<file path="src/rtl/gpio_mux_pkg.sv">
package gpio_mux_pkg;
   typedef enum logic [1:0] {
      REG_ASSIGN = 2'd0,
      REG_DIR    = 2'd1,
      REG_ODRAIN = 2'd2,
      REG_DATA   = 2'd3
   } reg_sel_e;
endpackage

</file>
<file path="src/rtl/gpio_mux_sync.sv">
module gpio_mux_sync #(
   parameter int WIDTH  = 18,
   parameter int STAGES = 2
) (
   input  logic             clk,
   input  logic             rst_n,
   input  logic [WIDTH-1:0] d_in,
   output logic [WIDTH-1:0] d_out
);
   generate
      if (STAGES < 2) begin : g_bad
         $error("gpio_mux_sync: STAGES must be at least 2");
      end
   endgenerate

   logic [WIDTH-1:0] stage_q [STAGES];

   always_ff @(posedge clk or negedge rst_n) begin
      if (!rst_n) begin
         for (int s = 0; s < STAGES; s++) stage_q[s] <= '0;
      end else begin
         stage_q[0] <= d_in;
         for (int s = 1; s < STAGES; s++) stage_q[s] <= stage_q[s-1];
      end
   end

   assign d_out = stage_q[STAGES-1];
endmodule

</file>
<file path="src/rtl/gpio_mux_regs.sv">
module gpio_mux_regs
   import gpio_mux_pkg::*;
#(
   parameter int NPINS = 18
) (
   input  logic             clk,
   input  logic             rst_n,
   input  logic             bus_wr,
   input  logic [1:0]       bus_addr,
   input  logic [NPINS-1:0] bus_wdata,
   input  logic [NPINS-1:0] pin_sync,
   output logic [NPINS-1:0] bus_rdata,
   output logic [NPINS-1:0] par_q,
   output logic [NPINS-1:0] dir_q,
   output logic [NPINS-1:0] od_q,
   output logic [NPINS-1:0] lat_q
);
   reg_sel_e sel;
   assign sel = reg_sel_e'(bus_addr);

   always_ff @(posedge clk or negedge rst_n) begin
      if (!rst_n) begin
         par_q <= '0;
         dir_q <= '0;
         od_q  <= '0;
         lat_q <= '0;
      end else if (bus_wr) begin
         case (sel)
            REG_ASSIGN: par_q <= bus_wdata;
            REG_DIR:    dir_q <= bus_wdata;
            REG_ODRAIN: od_q  <= bus_wdata;
            default:    lat_q <= bus_wdata;
         endcase
      end
   end

   logic [NPINS-1:0] rd_mux;
   always_comb begin
      case (sel)
         REG_ASSIGN: rd_mux = par_q;
         REG_DIR:    rd_mux = dir_q;
         REG_ODRAIN: rd_mux = od_q;
         default:    rd_mux = pin_sync;
      endcase
   end

   always_ff @(posedge clk or negedge rst_n) begin
      if (!rst_n) bus_rdata <= '0;
      else        bus_rdata <= rd_mux;
   end
endmodule

</file>
<file path="src/rtl/gpio_mux_slice.sv">
module gpio_mux_slice #(
   parameter bit DFLT    = 1'b0,
   parameter bit IS_LOOP = 1'b0
) (
   input  logic par,
   input  logic dir,
   input  logic od,
   input  logic lat,
   input  logic pin_s,
   input  logic per_o,
   input  logic loop_src,
   output logic pin_out,
   output logic pin_oe,
   output logic per_i
);
   logic drive, val, routed, idle_val;

   assign drive  = dir;
   assign val    = par ? per_o : lat;
   assign routed = par & ~dir;

   always_comb begin
      if (od) begin
         pin_oe  = drive & ~val;
         pin_out = 1'b0;
      end else begin
         pin_oe  = drive;
         pin_out = drive & val;
      end
   end

   generate
      if (IS_LOOP) begin : g_loop
         assign idle_val = loop_src;
      end else begin : g_const
         assign idle_val = DFLT;
      end
   endgenerate

   assign per_i = routed ? pin_s : idle_val;
endmodule

</file>
<file path="src/rtl/gpio_mux_port.sv">
module gpio_mux_port #(
   parameter int              NPINS    = 18,
   parameter int              SYNC_STG = 2,
   parameter logic [NPINS-1:0] DFLT_IN = 18'h0A5A4,
   parameter int              LOOP_SRC = 2,
   parameter int              LOOP_DST = 3
) (
   input  logic             clk,
   input  logic             rst_n,
   input  logic             bus_wr,
   input  logic [1:0]       bus_addr,
   input  logic [NPINS-1:0] bus_wdata,
   output logic [NPINS-1:0] bus_rdata,
   input  logic [NPINS-1:0] pin_in,
   output logic [NPINS-1:0] pin_out,
   output logic [NPINS-1:0] pin_oe,
   input  logic [NPINS-1:0] per_out,
   output logic [NPINS-1:0] per_in
);
   generate
      if (NPINS < 1 || NPINS > 32) begin : g_bad_n
         $error("gpio_mux_port: NPINS out of range 1..32");
      end
      if (LOOP_SRC >= NPINS || LOOP_DST >= NPINS || LOOP_SRC == LOOP_DST) begin : g_bad_loop
         $error("gpio_mux_port: bad loopback indices");
      end
   endgenerate

   logic [NPINS-1:0] par_q, dir_q, od_q, lat_q, pin_s;

   gpio_mux_sync #(.WIDTH(NPINS), .STAGES(SYNC_STG)) u_sync (
      .clk   (clk),
      .rst_n (rst_n),
      .d_in  (pin_in),
      .d_out (pin_s)
   );

   gpio_mux_regs #(.NPINS(NPINS)) u_regs (
      .clk       (clk),
      .rst_n     (rst_n),
      .bus_wr    (bus_wr),
      .bus_addr  (bus_addr),
      .bus_wdata (bus_wdata),
      .pin_sync  (pin_s),
      .bus_rdata (bus_rdata),
      .par_q     (par_q),
      .dir_q     (dir_q),
      .od_q      (od_q),
      .lat_q     (lat_q)
   );

   for (genvar i = 0; i < NPINS; i++) begin : g_pin
      gpio_mux_slice #(
         .DFLT    (DFLT_IN[i]),
         .IS_LOOP (i == LOOP_DST)
      ) u_slice (
         .par      (par_q[i]),
         .dir      (dir_q[i]),
         .od       (od_q[i]),
         .lat      (lat_q[i]),
         .pin_s    (pin_s[i]),
         .per_o    (per_out[i]),
         .loop_src (per_out[LOOP_SRC]),
         .pin_out  (pin_out[i]),
         .pin_oe   (pin_oe[i]),
         .per_i    (per_in[i])
      );
   end
endmodule

</file>
<file path="config.mk">
export PLATFORM = sky130hd
export DESIGN_NAME = gpio_mux_port
export DESIGN_NICKNAME = d
export VERILOG_FILES = /design/src/rtl/gpio_mux_pkg.sv /design/src/rtl/gpio_mux_sync.sv /design/src/rtl/gpio_mux_regs.sv /design/src/rtl/gpio_mux_slice.sv /design/src/rtl/gpio_mux_port.sv
export SDC_FILE = /design/constraint.sdc
export NUM_CORES = 1
export LEC_CHECK = 0
export CAP_MARGIN = 20
export CORE_UTILIZATION = 40
export DETAILED_ROUTE_END_ITERATION = 8
export GPL_TIMING_DRIVEN = 0
export HOLD_SLACK_MARGIN = 0.05
export PLACE_DENSITY_LB_ADDON = 0.1
export SYNTH_ARGS = -nofsm -noshare
export SYNTH_HDL_FRONTEND = slang
export SYNTH_SLANG_ARGS = --single-unit
</file>
<file path="constraint.sdc">
create_clock -name clk -period 1.64 [get_ports clk]
set_input_delay 0.246 -clock clk [delete_from_list [all_inputs] [get_ports clk]]
set_output_delay 0.246 -clock clk [all_outputs]
set_load 0.05 [all_outputs]
</file>
==> results.tsv, run 1 <==
stage	metric	value	unit
status	status	finished with violations	
status	violated checks	negative setup slack	
finish	Area Growth Syn to Fin	43.6	%
critical_path	CP required	1390	ps
floorplanning	die footprint	14300	µm²
floorplanning	FP Rows	42	
cts	CTS H-tree lvls	4	
flow_run	Max Cap Violations	0	
synthesis	Post-Synth Simple-Gate Area	0.0627	
cts	CTS tree	built	
cts	clock buffer depth	2	
placement	gpl congestion	0.768	
power_and_ir_drop	P per Cell Area	1350	nW/µm²
sta	max-slew violations	0	
finish	Non-Filler Instances	695	
sta	Worst-Margin Slew	556	ps
synthesis	top post-synthesis cells by area	dfrtp_1 (57%), mux2_2 (18%), buf_4 (7.7%), mux4_2 (7.3%), and3b_1 (2.8%)	
cts	Clock transition at path regs	50	ps
sta	Max Clk Rate	565	MHz
synthesis	Post-Synth Adder-Cell Area	0	
drt	Post-Route WL	11700	µm
floorplanning	Die W	120	µm
synthesis	post-synth top area cell	dfrtp_1	
synthesis	register area share after synthesis	0.568	
finish	commonest cells after routing, fill and taps aside	dfrtp_1 (126), mux2_2 (72), clkdlybuf4s50_1 (56), buf_4 (46), buf_8 (45)	
synthesis	XOR/XNOR share of the synthesized area	0	
grt	antenna violations before repair	0	
worst_hold_path	Tightest Hold Check Type	primary input to flop	
grt	first-pass GRT wire length	19300	µm
synthesis	Synth Area in Compound Gates	0.0244	
synthesis	largest family of logic cells by synthesized area	multiplexers	
cts	CTS sink cnt	126	
synthesis	Yosys warnings	0	
drt	initial drt markers	140	
finish	Antenna Cells	0	
placement	dpl ws	-763	ps
drt	# DRC	0	
sta	fin crit period	1770	ps
cts	TritonCTS Buffers	17	
synthesis	flops & latches, synth	126	
sta	final setup fails	41	
synthesis	Syn Inst Count	366	
synthesis	Avg Cell Area, Syn	15.2	µm²
grt	vias in the first global route	3632	
placement	placed cells	673	
drt	drt first pass iters	4	
floorplanning	Die H	120	µm
drt	routed len/inst	16.8	µm
drt	routed vias/inst	4.79	
sta	Worst slew margin	0.630	
finish	nets@finish	566	
sta	period utilization	1.08	
cts	latest clock arrival within the worst-skew pair	410	ps
power_and_ir_drop	Total Power	10.8	mW
drt	Antenna Violating Nets Remaining	0	
critical_path	maximum fanout along the worst path	3	
critical_path	Crit. End Element	output pin	
floorplanning	IO Pins	131	
placement	Buffers on Ports	130	
sta	Hold Vio Cnt, Final	0	
sta	post-route setup slack	-129	ps
sta	clock skew	5.06	ps
critical_path	WP data arrival	1520	ps
finish	final core occ	0.595	
sta	RSZ-0062 raised after global routing	true	
finish	share of layout cells above drive strength 1	0.520	
drt	via count	3329	
sta	final hold slack	276	ps
grt	gr usage total	0.181	
power_and_ir_drop	Worst VDD drop	0.000630	V
grt	grt total ovfl	0	
finish	most common cell after layout, fill and taps aside	dfrtp_1	
critical_path	Setup CP Type	flop to output pin	
synthesis	multiplexer share of the synthesized area	0.258	
placement	DP Wirelength	7600	µm
grt	largest net degree at the start of global routing	90	
synthesis	post-synthesis cell area	5550	µm²
cts	root buffer cell	clkbuf_16	
synthesis	Netlist cell types	15	
critical_path	Critical Path Source Type	flop	
synthesis	Mapped Nets	425	
floorplanning	Initial Util	0.414	
synthesis	area share of the largest cell type after synthesis	0.568	
power_and_ir_drop	Leak	3.61	nW
floorplanning	core footprint	13400	µm²
-- cells in the mapped netlist (all sizes together) --
master and n:
nand2 10, mux4 18, a21boi 18, nor3b 1, nand2b 1, nand3b 2, or3b 7, nor2 10
and3b 18, dfrtp 126, nand3 1, mux2 91, buf 63
-- flip-flops by register name, summed over array words and instances (netlist names) --
| name | cells |
|---|---|
| u_regs.bus_rdata | 18 |
| u_regs.dir_q | 18 |
| u_regs.lat_q | 18 |
| u_regs.od_q | 18 |
| u_regs.par_q | 18 |
| u_sync.d_out | 18 |
| u_sync.stage_q | 18 |
-- layer usage --
metal | GRT usage | wire, µm | up-vias
met5 | 0 | 0 | -
met4 | 0.0633 | 89 | 0
met3 | 0.0528 | 568 | 11
met2 | 0.280 | 5730 | 95
met1 | 0.243 | 5310 | 1678
li1 | - | - | 1545
-- final cells by class --
class / instances / area (µm²)
Fill cell: 1086 / 5430
Clock buffer: 30 / 494
Timing Repair Buffer: 163 / 1770
Clock inverter: 1 / 5.00
Buffer: 22 / 179
Sequential cell: 126 / 3150
Multi-Input combinational cell: 177 / 2150
Tap cell: 176 / 220
-- per-stage QoR --
stage / TNS [ps] / cell area, µm²
CTS: -4320 / 7800
finish: -2800 / 7970
floorplan: 0 / 5550
global route: -5210 / 7970
detailed placement: -42950 / 7100
global placement: -622370 / 7070
-- what timing repair did --
| action | 4_1_cts | 5_1_grt |
|---|---|---|
| pin swaps | 30 | 11 |
| resized for setup | 477 | 39 |
| setup buffers | 20 | 11 |
| endpoints found under the hold margin | 37 | 0 |
| endpoints found under the setup margin | 72 | 58 |
| hold buffers | 1 | 0 |
-- cells by family (layout without fill, tap and decap cells) --
group	count (synthesis)	count (layout)
AO/OA/AOI/OAI	18	18
multiplexers	109	109
AND/OR/NAND/NOR	50	50
buffers and inverters	63	216
flip-flops	126	126
-- final timing paths --
path | from | end | slack (ps) | depth (start not counted)
worst max-delay path | u_regs.par_q[2] | pin_oe[2] | -130 | 4
worst min-delay path | pin_in[3] | u_sync.stage_q[21] | 280 | 1
worst max register to register | u_regs.par_q[10] | u_regs.bus_rdata[10] | 420 | 3
worst min register to register | u_sync.stage_q[33] | u_sync.d_out[15] | 340 | 0
max in group asynchronous | rst_n | u_sync.d_out[1] | 580 | 3
min in group asynchronous | rst_n | u_sync.stage_q[30] | 310 | 2
-- report_power, final --
group          switching (mW)  internal, mW  leakage (nW)
Sequential              0.359          3.59          1.48
Combinational            1.85          1.80          1.89
Clock                    1.18          2.00         0.241
-- critical path, cell delays in order, from the launching register on --
cell and delay (ps):
dfrtp_1 400, mux2_4 320, a21boi_2 140, buf_4 130
buf_8 130
Note: power is estimated with default switching activity, not from simulation.
==> run 2: changes to the inputs <==
--- a/config.mk
+++ b/config.mk
@@ -8,7 +8,6 @@
 export CAP_MARGIN = 20
 export CORE_UTILIZATION = 40
 export DETAILED_ROUTE_END_ITERATION = 8
-export GPL_TIMING_DRIVEN = 0
 export HOLD_SLACK_MARGIN = 0.05
 export PLACE_DENSITY_LB_ADDON = 0.1
 export SYNTH_ARGS = -nofsm -noshare
==> results.tsv, run 2 (synthesis gave the netlist of run 1 again) <==
stage	metric	value	unit	change
status	status	finished with violations		
status	violated checks	negative setup slack		
floorplanning	core footprint	13400	µm²	unchanged
finish	final-layout fill cell count	1048		-3.5%
cts	root buffer cell	clkbuf_16		
grt	antenna violations before repair	0		unchanged
placement	DP Wirelength	8420	µm	+11%
floorplanning	die footprint	14300	µm²	unchanged
finish	Area Growth Syn to Fin	50.8	%	
critical_path	maximum fanout along the worst path	3		unchanged
sta	Hold Vio Cnt, Final	0		unchanged
floorplanning	Die W	120	µm	unchanged
cts	TritonCTS Buffers	17		unchanged
grt	grt total ovfl	0		unchanged
cts	latest clock arrival within the worst-skew pair	410	ps	about the same
grt	first-pass GRT wire length	19800	µm	+2.8%
grt	gr usage total	0.186		+0.00494
grt	routing usage on met1	0.240		-0.00291
critical_path	Critical-path top delay cell	dfrtp_1		
grt	vias in the first global route	3657		+0.69%
placement	placed cells	646		-4.0%
critical_path	Crit. End Element	output pin		
drt	initial drt markers	144		+2.9%
grt	met3 Resource Use GR	0.0532		+0.000475
cts	Clock transition at path regs	50	ps	about the same
critical_path	Setup CP Type	flop to output pin		
critical_path	WP data arrival	1530	ps	about the same
worst_hold_path	Tightest Hold Check Type	primary input to flop		
sta	post-route setup slack	-131	ps	-2.24 ps
drt	via count	3358		+0.87%
floorplanning	Initial Util	0.414		unchanged
cts	CTS H-tree lvls	4		unchanged
sta	final setup fails	41		unchanged
power_and_ir_drop	Total Power	11.6	mW	+7.3%
finish	Non-Filler Instances	694		-0.14%
sta	RSZ-0062 raised after global routing	true		
critical_path	max incr delay on CP	420	ps	+20 ps
critical_path	crit path cell chain	mux2_4, a21boi_2, buf_4, buf_12		
finish	most common cell after layout, fill and taps aside	dfrtp_1		
drt	Post-Route WL	12200	µm	+4.3%
critical_path	CP required	1390	ps	about the same
placement	gpl congestion	0.732		-4.7%
sta	Max Clk Rate	565	MHz	-0.13%
sta	max-slew violations	0		unchanged
critical_path	Critical Path Source Type	flop		
grt	grt peak-use layer	met2		
cts	CTS tree	built		
floorplanning	IO Pins	131		unchanged
sta	period utilization	1.08		+0.00137
cts	CTS sink cnt	126		unchanged
floorplanning	FP Rows	42		unchanged
power_and_ir_drop	P per Cell Area	1380	nW/µm²	+2.2%
cts	clock buffer depth	2		unchanged
drt	routed len/inst	17.6	µm	+4.4%
sta	Worst slew margin	0.726		+0.0953
power_and_ir_drop	Leak	3.74	nW	+3.4%
sta	Worst-Margin Slew	411	ps	-145 ps
flow_run	Max Cap Violations	0		unchanged
grt	largest net degree at the start of global routing	39		-57%
sta	fin crit period	1770	ps	+2.24 ps
power_and_ir_drop	Worst VDD drop	0.000639	V	+1.5%
placement	Buffers on Ports	130		unchanged
finish	share of layout cells above drive strength 1	0.581		+0.0608
drt	# DRC	0		unchanged
finish	Antenna Cells	0		unchanged
floorplanning	Die H	120	µm	unchanged
sta	clock skew	3.96	ps	-1.10 ps
grt	met2 Resource Use GR	0.297		+0.0166
drt	Antenna Violating Nets Remaining	0		unchanged
drt	drt first pass iters	4		unchanged
finish	commonest cells after routing, fill and taps aside	dfrtp_1 (126), mux2_2 (72), buf_4 (58), clkdlybuf4s50_1 (55), buf_12 (54)		
finish	nets@finish	564		-0.35%
drt	routed vias/inst	4.84		+1.0%
-- run 2: cell types whose count changed in the layout (fill, tap and decap cells not counted), sizes merged --
cell,before,now
clkinv,1,5
clkbuf,30,25
dlymetal6s2s,1,0
bufinv,0,2
clkdlybuf4s50,56,55
dlygate4sd2,18,0
buf,109,127
-- run 2: path summary, 6_finish.rpt --
kind / start / to / slack (ps) / depth (start not counted)
setup / recovery: u_regs.par_q[13] / pin_oe[13] / -130 / 4
max in group asynchronous: rst_n / u_regs.par_q[1] / 780 / 3
hold / removal: bus_addr[1] / u_regs.bus_rdata[6] / 270 / 2
hold reg to reg: u_sync.stage_q[23] / u_sync.d_out[5] / 340 / 0
min in group asynchronous: rst_n / u_regs.par_q[12] / 310 / 2
setup reg to reg: u_regs.par_q[13] / u_regs.bus_rdata[13] / 400 / 3
-- run 2: what timing repair did --
item                                    CTS  global route
pin swaps                                18             6
gates resized for setup                  81            19
endpoints found under the setup margin   44            46
endpoints found under the hold margin    23             0
buffers inserted                         25             2
hold buffers                              1             0
-- run 2: cell type report --
cell class,count,area [µm²],share of cell area
clock inverter,7,85.1,0.0102
timing repair buffer,183,2250,0.269
multi-input combinational,177,2170,0.260
sequential,126,3150,0.377
clock buffer,25,485,0.0580
tap,176,220,0.0263
-- run 2: power by group --
group | total (mW) | internal, mW | leakage [nW] | switching, mW
clock | 3.59 | 2.34 | 0.285 | 1.25
combinational | 3.99 | 2.09 | 1.97 | 1.89
sequential | 3.99 | 3.59 | 1.48 | 0.399
-- run 2: through the flow --
stage / setup WS [ps] / utilization / instance area [µm²] / hold WS [ps] / setup TNS (ps)
2_1_floorplan: 335 / - / 5550 / -49.6 / 0
3_3_place_gp: -32.0 / 0.549 / 7350 / 205 / -228
3_5_place_dp: -70.6 / 0.549 / 7350 / 202 / -801
4_1_cts: -153 / 0.620 / 8310 / 247 / -4470
5_1_grt: -193 / 0.625 / 8370 / 248 / -5730
6_report: -131 / 0.625 / 8370 / 271 / -3570
-- run 2: layer usage --
| metal | routed length (µm) | vias to the layer above |
|---|---|---|
| met4 | 170 | 0 |
| met5 | 0 | - |
| met1 | 5440 | 1715 |
| li1 | - | 1533 |
| met2 | 5990 | 93 |
| met3 | 592 | 17 |
-- run 2: critical path, delay by kind of cell (launching register included) --
kind / cells / cell delay, ps
muxes: 1 / 330
AOI/OAI and AO/OA: 1 / 120
DFF: 1 / 420
buffers and inverters: 2 / 250
